### src/rtl/aocrc_pkg.sv
package aocrc_pkg;

    // Which part of the address frame the next accepted bit belongs to
    typedef enum logic [1:0] {
        PH_DATA = 2'd0,   // family or serial bit, fed to the CRC
        PH_TAIL = 2'd1,   // received CRC byte
        PH_FULL = 2'd2    // frame complete, bits ignored
    } phase_e;

    localparam int unsigned DEF_FAM_W  = 8;
    localparam int unsigned DEF_SER_W  = 48;
    localparam int unsigned DEF_CRC_W  = 8;
    localparam logic [7:0]  DEF_FAMILY = 8'h31;
    localparam logic [7:0]  DEF_POLY   = 8'h8C;  // x^8+x^5+x^4+1, reflected

endpackage

### src/rtl/aocrc_seq.sv
module aocrc_seq
    import aocrc_pkg::*;
#(
    parameter int unsigned FRAME_BITS = 64,
    parameter int unsigned DATA_BITS  = 56,
    localparam int unsigned CNT_W     = $clog2(FRAME_BITS + 1)
) (
    input  logic clk,
    input  logic rst_n,
    input  logic start_i,
    input  logic valid_i,
    output logic accept_o,
    output logic crc_en_o,
    output logic last_o,
    output logic done_o
);

    typedef struct packed {
        logic [CNT_W-1:0] cnt;
        logic             done;
    } seq_t;

    seq_t   st_d, st_q;
    phase_e phase;

    always_comb begin
        if (st_q.cnt < CNT_W'(DATA_BITS))       phase = PH_DATA;
        else if (st_q.cnt < CNT_W'(FRAME_BITS)) phase = PH_TAIL;
        else                                     phase = PH_FULL;

        accept_o = valid_i && !start_i && (phase != PH_FULL);
        crc_en_o = accept_o && (phase == PH_DATA);
        last_o   = accept_o && (st_q.cnt == CNT_W'(FRAME_BITS - 1));

        st_d      = st_q;
        st_d.done = 1'b0;
        if (start_i) begin
            st_d.cnt = '0;
        end else if (accept_o) begin
            st_d.cnt  = st_q.cnt + 1'b1;
            st_d.done = last_o;
        end
    end

    always_ff @(posedge clk or negedge rst_n) begin
        if (!rst_n) st_q <= '0;
        else        st_q <= st_d;
    end

    assign done_o = st_q.done;

    assert_done_single_R4: assert property (@(posedge clk) disable iff (!rst_n)
        st_q.done |=> !st_q.done);

    assert_done_at_full_R4: assert property (@(posedge clk) disable iff (!rst_n)
        st_q.done |-> st_q.cnt == CNT_W'(FRAME_BITS));

    assert_cnt_bound_R9: assert property (@(posedge clk) disable iff (!rst_n)
        st_q.cnt <= CNT_W'(FRAME_BITS));

    assert_start_clears_R8: assert property (@(posedge clk) disable iff (!rst_n)
        start_i |=> (st_q.cnt == '0) && !st_q.done);

endmodule

### src/rtl/aocrc_lfsr.sv
module aocrc_lfsr #(
    parameter int unsigned W        = 8,
    parameter logic [W-1:0] POLY    = 8'h8C
) (
    input  logic         clk,
    input  logic         rst_n,
    input  logic         clr_i,
    input  logic         en_i,
    input  logic         din_i,
    output logic [W-1:0] crc_o
);

    typedef struct packed {
        logic [W-1:0] crc;
    } lfsr_t;

    lfsr_t        st_d, st_q;
    logic         fb;
    logic [W-1:0] step;

    assign fb = din_i ^ st_q.crc[0];

    // Shift right; feedback enters the top bit and every tap named by POLY
    for (genvar i = 0; i < W; i++) begin : g_tap
        if (i == W - 1) begin : g_top
            assign step[i] = POLY[i] & fb;
        end else begin : g_mid
            assign step[i] = st_q.crc[i+1] ^ (POLY[i] & fb);
        end
    end

    always_comb begin
        st_d = st_q;
        if (clr_i)     st_d.crc = '0;
        else if (en_i) st_d.crc = step;
    end

    always_ff @(posedge clk or negedge rst_n) begin
        if (!rst_n) st_q <= '0;
        else        st_q <= st_d;
    end

    assign crc_o = st_q.crc;

    assert_crc_hold_R7: assert property (@(posedge clk) disable iff (!rst_n)
        (!clr_i && !en_i) |=> $stable(st_q.crc));

endmodule

### src/rtl/aocrc_frame.sv
module aocrc_frame #(
    parameter int unsigned N = 64
) (
    input  logic         clk,
    input  logic         rst_n,
    input  logic         en_i,
    input  logic         din_i,
    output logic [N-1:0] nxt_o
);

    typedef struct packed {
        logic [N-1:0] sr;
    } frame_t;

    frame_t st_d, st_q;

    // New bits enter at the top, so after N shifts the first bit sits at bit 0
    always_comb begin
        st_d = st_q;
        if (en_i) st_d.sr = {din_i, st_q.sr[N-1:1]};
    end

    always_ff @(posedge clk or negedge rst_n) begin
        if (!rst_n) st_q <= '0;
        else        st_q <= st_d;
    end

    assign nxt_o = st_d.sr;

endmodule

### src/rtl/addr_crc_check.sv
module addr_crc_check
    import aocrc_pkg::*;
#(
    parameter int unsigned       FAM_W       = DEF_FAM_W,
    parameter int unsigned       SER_W       = DEF_SER_W,
    parameter int unsigned       CRC_W       = DEF_CRC_W,
    parameter logic [FAM_W-1:0]  FAMILY_CODE = DEF_FAMILY,
    parameter logic [CRC_W-1:0]  CRC_POLY    = DEF_POLY
) (
    input  logic              clk,
    input  logic              rst_n,
    input  logic              start_i,
    input  logic              bit_valid_i,
    input  logic              bit_data_i,
    output logic [CRC_W-1:0]  crc_o,
    output logic [FAM_W-1:0]  family_o,
    output logic [SER_W-1:0]  serial_o,
    output logic              done_o,
    output logic              match_o,
    output logic              family_ok_o
);

    localparam int unsigned DATA_BITS  = FAM_W + SER_W;
    localparam int unsigned FRAME_BITS = DATA_BITS + CRC_W;

    typedef struct packed {
        logic [FAM_W-1:0] fam;
        logic [SER_W-1:0] ser;
        logic             match;
        logic             fok;
    } cap_t;

    logic                  accept, crc_en, last;
    logic [FRAME_BITS-1:0] frame_nxt;
    logic [CRC_W-1:0]      crc_q;
    logic [CRC_W-1:0]      rx_crc;
    cap_t                  cap_d, cap_q;

    aocrc_seq #(
        .FRAME_BITS (FRAME_BITS),
        .DATA_BITS  (DATA_BITS)
    ) u_seq (
        .clk      (clk),
        .rst_n    (rst_n),
        .start_i  (start_i),
        .valid_i  (bit_valid_i),
        .accept_o (accept),
        .crc_en_o (crc_en),
        .last_o   (last),
        .done_o   (done_o)
    );

    aocrc_lfsr #(
        .W    (CRC_W),
        .POLY (CRC_POLY)
    ) u_lfsr (
        .clk   (clk),
        .rst_n (rst_n),
        .clr_i (start_i),
        .en_i  (crc_en),
        .din_i (bit_data_i),
        .crc_o (crc_q)
    );

    aocrc_frame #(
        .N (FRAME_BITS)
    ) u_frame (
        .clk   (clk),
        .rst_n (rst_n),
        .en_i  (accept),
        .din_i (bit_data_i),
        .nxt_o (frame_nxt)
    );

    assign rx_crc = frame_nxt[FRAME_BITS-1:DATA_BITS];

    always_comb begin
        cap_d = cap_q;
        if (start_i) begin
            cap_d.match = 1'b0;
            cap_d.fok   = 1'b0;
        end else if (last) begin
            cap_d.fam   = frame_nxt[FAM_W-1:0];
            cap_d.ser   = frame_nxt[DATA_BITS-1:FAM_W];
            cap_d.match = (rx_crc == crc_q);
            cap_d.fok   = (frame_nxt[FAM_W-1:0] == FAMILY_CODE);
        end
    end

    always_ff @(posedge clk or negedge rst_n) begin
        if (!rst_n) cap_q <= '0;
        else        cap_q <= cap_d;
    end

    assign crc_o       = crc_q;
    assign family_o    = cap_q.fam;
    assign serial_o    = cap_q.ser;
    assign match_o     = cap_q.match;
    assign family_ok_o = cap_q.fok;

    assert_match_with_done_R5: assert property (@(posedge clk) disable iff (!rst_n)
        $rose(cap_q.match) |-> done_o);

    assert_fok_with_done_R6: assert property (@(posedge clk) disable iff (!rst_n)
        $rose(cap_q.fok) |-> done_o);

    assert_start_drops_flags_R8: assert property (@(posedge clk) disable iff (!rst_n)
        start_i |=> !match_o && !family_ok_o && (crc_o == '0));

    assert_full_holds_R9: assert property (@(posedge clk) disable iff (!rst_n)
        (done_o && !start_i) |=> $stable(crc_o) && $stable(family_o) && $stable(serial_o));

endmodule

### config.mk
export PLATFORM = sky130hd
export DESIGN_NAME = addr_crc_check
export DESIGN_NICKNAME = d
export VERILOG_FILES = /design/src/rtl/aocrc_pkg.sv /design/src/rtl/aocrc_seq.sv /design/src/rtl/aocrc_lfsr.sv /design/src/rtl/aocrc_frame.sv /design/src/rtl/addr_crc_check.sv
export SDC_FILE = /design/constraint.sdc
export NUM_CORES = 1
export LEC_CHECK = 0
export BUFFER_PORTS_ARGS = -buffer_cell sky130_fd_sc_hd__buf_2
export CAP_MARGIN = 20
export CORE_MARGIN = 2
export CORE_UTILIZATION = 39
export DETAILED_ROUTE_END_ITERATION = 12
export SLEW_MARGIN = 20
export SYNTH_ARGS = -nofsm -noshare
export SYNTH_HDL_FRONTEND = slang
export SYNTH_HIERARCHICAL = 1
export SYNTH_SLANG_ARGS = --single-unit
### constraint.sdc
create_clock -name clk -period 1.9 [get_ports clk]
set_input_delay 0.285 -clock clk [delete_from_list [all_inputs] [get_ports clk]]
set_output_delay 0.285 -clock clk [all_outputs]
set_load 0.01 [all_outputs]
==> impl_metrics.csv <==
group,metric,value,unit
worst_setup_path,path_class,"register to register",
route,drtIter0Drc,105,
final_layout,drive_gt1_share,59.58,%
logic_synthesis,synth-seq-cells,138,
clocking,cts-root-buf,"clkbuf_16",
worst_setup_path,required,2200,ps
logic_synthesis,ys_warn_count,6,
floorplanning,fp.dieW,125.4,µm
logic_synthesis,async_flop_share,100.0,%
place,gp_congestion,0.6850,
clocking,clk_pin_slew,60,ps
global_route,grt_pass1_vias,3303,
final_layout,diodes,0,
global_route,grt_first_pass_wirelength,17100,µm
floorplanning,start_util,39.71,%
floorplanning,dieArea,15730,µm²
timing,slew_headroom,65.43,%
clocking,cts_tree,"built",
final_layout,final_cell_mix,"dfrtp_1, mux2_4, buf_2",
route,routed_wl,10780,µm
worst_setup_path,cp-end-kind,"register",
timing,rsz0062_at_grt,"yes",
logic_synthesis,synthCells,349,
route,viasPerCell,4.797,
power_and_ir_drop,peakVddDrop,736.3,µV
logic_synthesis,synth_cell_types,40,
route,vias,3185,
worst_hold_path,hold_depth,2,
clocking,clkSinkCount,138,
place,dp_slack,22.51,ps
global_route,antenna_found_initial,0,
flow_run,cap_violations,0,
route,avgRoutedWirePerCell,16.24,µm
place,dp_cells,610,
worst_setup_path,cp.arrival,2200,ps
logic_synthesis,synth_area_per_cell,16.47,µm²
route,route.antenna.remaining_nets,0,
place,hpwlAfterDp,6684,µm
final_layout,area_growth,29.95,%
global_route,grt-ovfl-total,0,
final_layout,fin_cells,664,
final_layout,fin_util,51.60,%
timing,post-route-period-util,99.75,%
logic_synthesis,synth_edf_count,0,
timing,worst_slack,4.750,ps
worst_setup_path,worst_setup_path_start_kind,"register",
clocking,numCtsBuffers,17,
floorplanning,die_height,125.4,µm
clocking,cts.htree.levels,4,
logic_synthesis,syn_nets,355,
clocking,clock_path_buffers,2,
status,status,"complete, no violations",
global_route,grt_start_max_net_pins,55,
logic_synthesis,ys_seq_area_share,60.07,%
power_and_ir_drop,leakagePower,3.820,nW
worst_hold_path,hold_class,"primary input to register",
timing,clock-skew-final,6.381,ps
power_and_ir_drop,power_density,969.3,nW/µm²
place,port-buffer-count,71,
route,drc,0,
timing,max_freq,527.6,MHz
floorplanning,row_count,44,
logic_synthesis,synth-main-ff-cell,"dfrtp_1",
floorplanning,core,14480,µm²
floorplanning,ios,72,
logic_synthesis,syn_area,5749,µm²
timing,period_minus_slack,1895,ps
route,firstDrtPassIters,4,
global_route,track_usage,13.88,%
timing,tightest_slew,518.6,ps
worst_setup_path,critPathMaxFanout,5,
final_layout,nets,474,
timing,drv_slew,0,
final_layout,final_common_cell,"dfrtp_1",
clocking,clock_latency,420,ps
timing,finalHoldViolCount,0,
timing,setup_violations,0,
worst_setup_path,rr_worst_depth,7,
## worst max-delay path: stages, from the launching register on
cell,delay [ps]
dfrtp_1,390
and2b_2,230
nand4_1,130
nor2_2,130
nor2b_4,260
buf_12,160
clkbuf_16,150
mux2_2,330
## power breakdown
part	leakage (nW)	total (W)	switching [W]	internal, W
sequential	1.90	0.00320	0.0000984	0.00310
combinational	1.62	0.000713	0.000292	0.000421
clock	0.295	0.00333	0.00121	0.00212
total	3.82	0.00724	0.00160	0.00564
## final timing paths
check / endpoint / from / slack, ps
max: serial_o[15] / u_seq/st_q[7] / 5
min: u_frame/st_q[63] / bit_data_i / 180
max reg2reg: serial_o[15] / u_seq/st_q[7] / 5
min reg2reg: serial_o[23] / serial_o[23] / 500
max in group asynchronous: u_frame/st_q[35] / rst_n / 900
min in group asynchronous: serial_o[10] / rst_n / 380
## area by class of cell
class	instances	area (µm²)
Clock buffer	19	452.9
Clock inverter	12	147.6
Fill cell	1199	7008
Inverter	3	11.26
Multi-Input combinational cell	192	2240
Sequential cell	138	3453
Tap cell	184	230.2
Timing Repair Buffer	116	935.9
## cells in the mapped netlist, types with 3 or more instances
library cell    n  area [µm²]
mux2_2         53       596.8
nand4_1         3       18.77
nand2_1         5       18.77
a21oi_1         4       20.02
buf_2           3       15.01
dfrtp_1       138        3453
buf_6           4       45.04
nand3_1         3       15.01
mux2i_1         5       50.05
buf_12          6       120.1
mux2_4         61       915.9
xnor2_1        11       96.34
nor2_1         14       52.55
mux2_1          8       90.09
## kinds of logic (layout without fill, tap and decap cells)
group	Yosys count	after routing	synth area share, %
xor gates and xnor gates	12	12	1.828
AOI/OAI and AO/OA	9	9	1.066
muxes	127	127	28.75
DFF	138	138	60.07
and+or+nand+nor	43	43	4.418
buffers and inverters	19	150	3.656
adders and majority gates	1	1	0.2176
## stage by stage
step | total power, W | setup TNS [ps] | cell area [µm²] | hold WS, ps
after floorplan | 0.003667 | 0 | 5749 | -10.59
after global placement | 0.003825 | 0 | 6415 | 269.1
after detailed placement | 0.003836 | 0 | 6415 | 275.8
after CTS | 0.007201 | 0 | 7025 | 178.0
after global routing | 0.007552 | -638.2 | 7471 | 178.8
final | 0.007241 | 0 | 7471 | 182.2
## state kept, by name, indices dropped and copies added, names as in the netlist
signal and count:
u_lfsr/crc_o 8, u_frame/st_q 64, match_o 1, serial_o 48, family_o 8, family_ok_o 1, u_seq/st_q 7, u_seq/done_o 1
## metal layers
layer  up-vias  part of all wire, %  track usage [%]
met5         -                    0                0
met4         0                  1.8            6.275
met3        19                  5.9            5.819
met2        65                   46            19.73
met1      1624                   47            18.57
li1       1477                    -                -
## repair_timing
action,in CTS,in global routing
hold endpoints to repair,50,0
buffers inserted,0,16
gates resized for setup,0,36
endpoints found under the setup margin,0,52
hold buffers,1,0
Power figures use the tool's default switching activity.
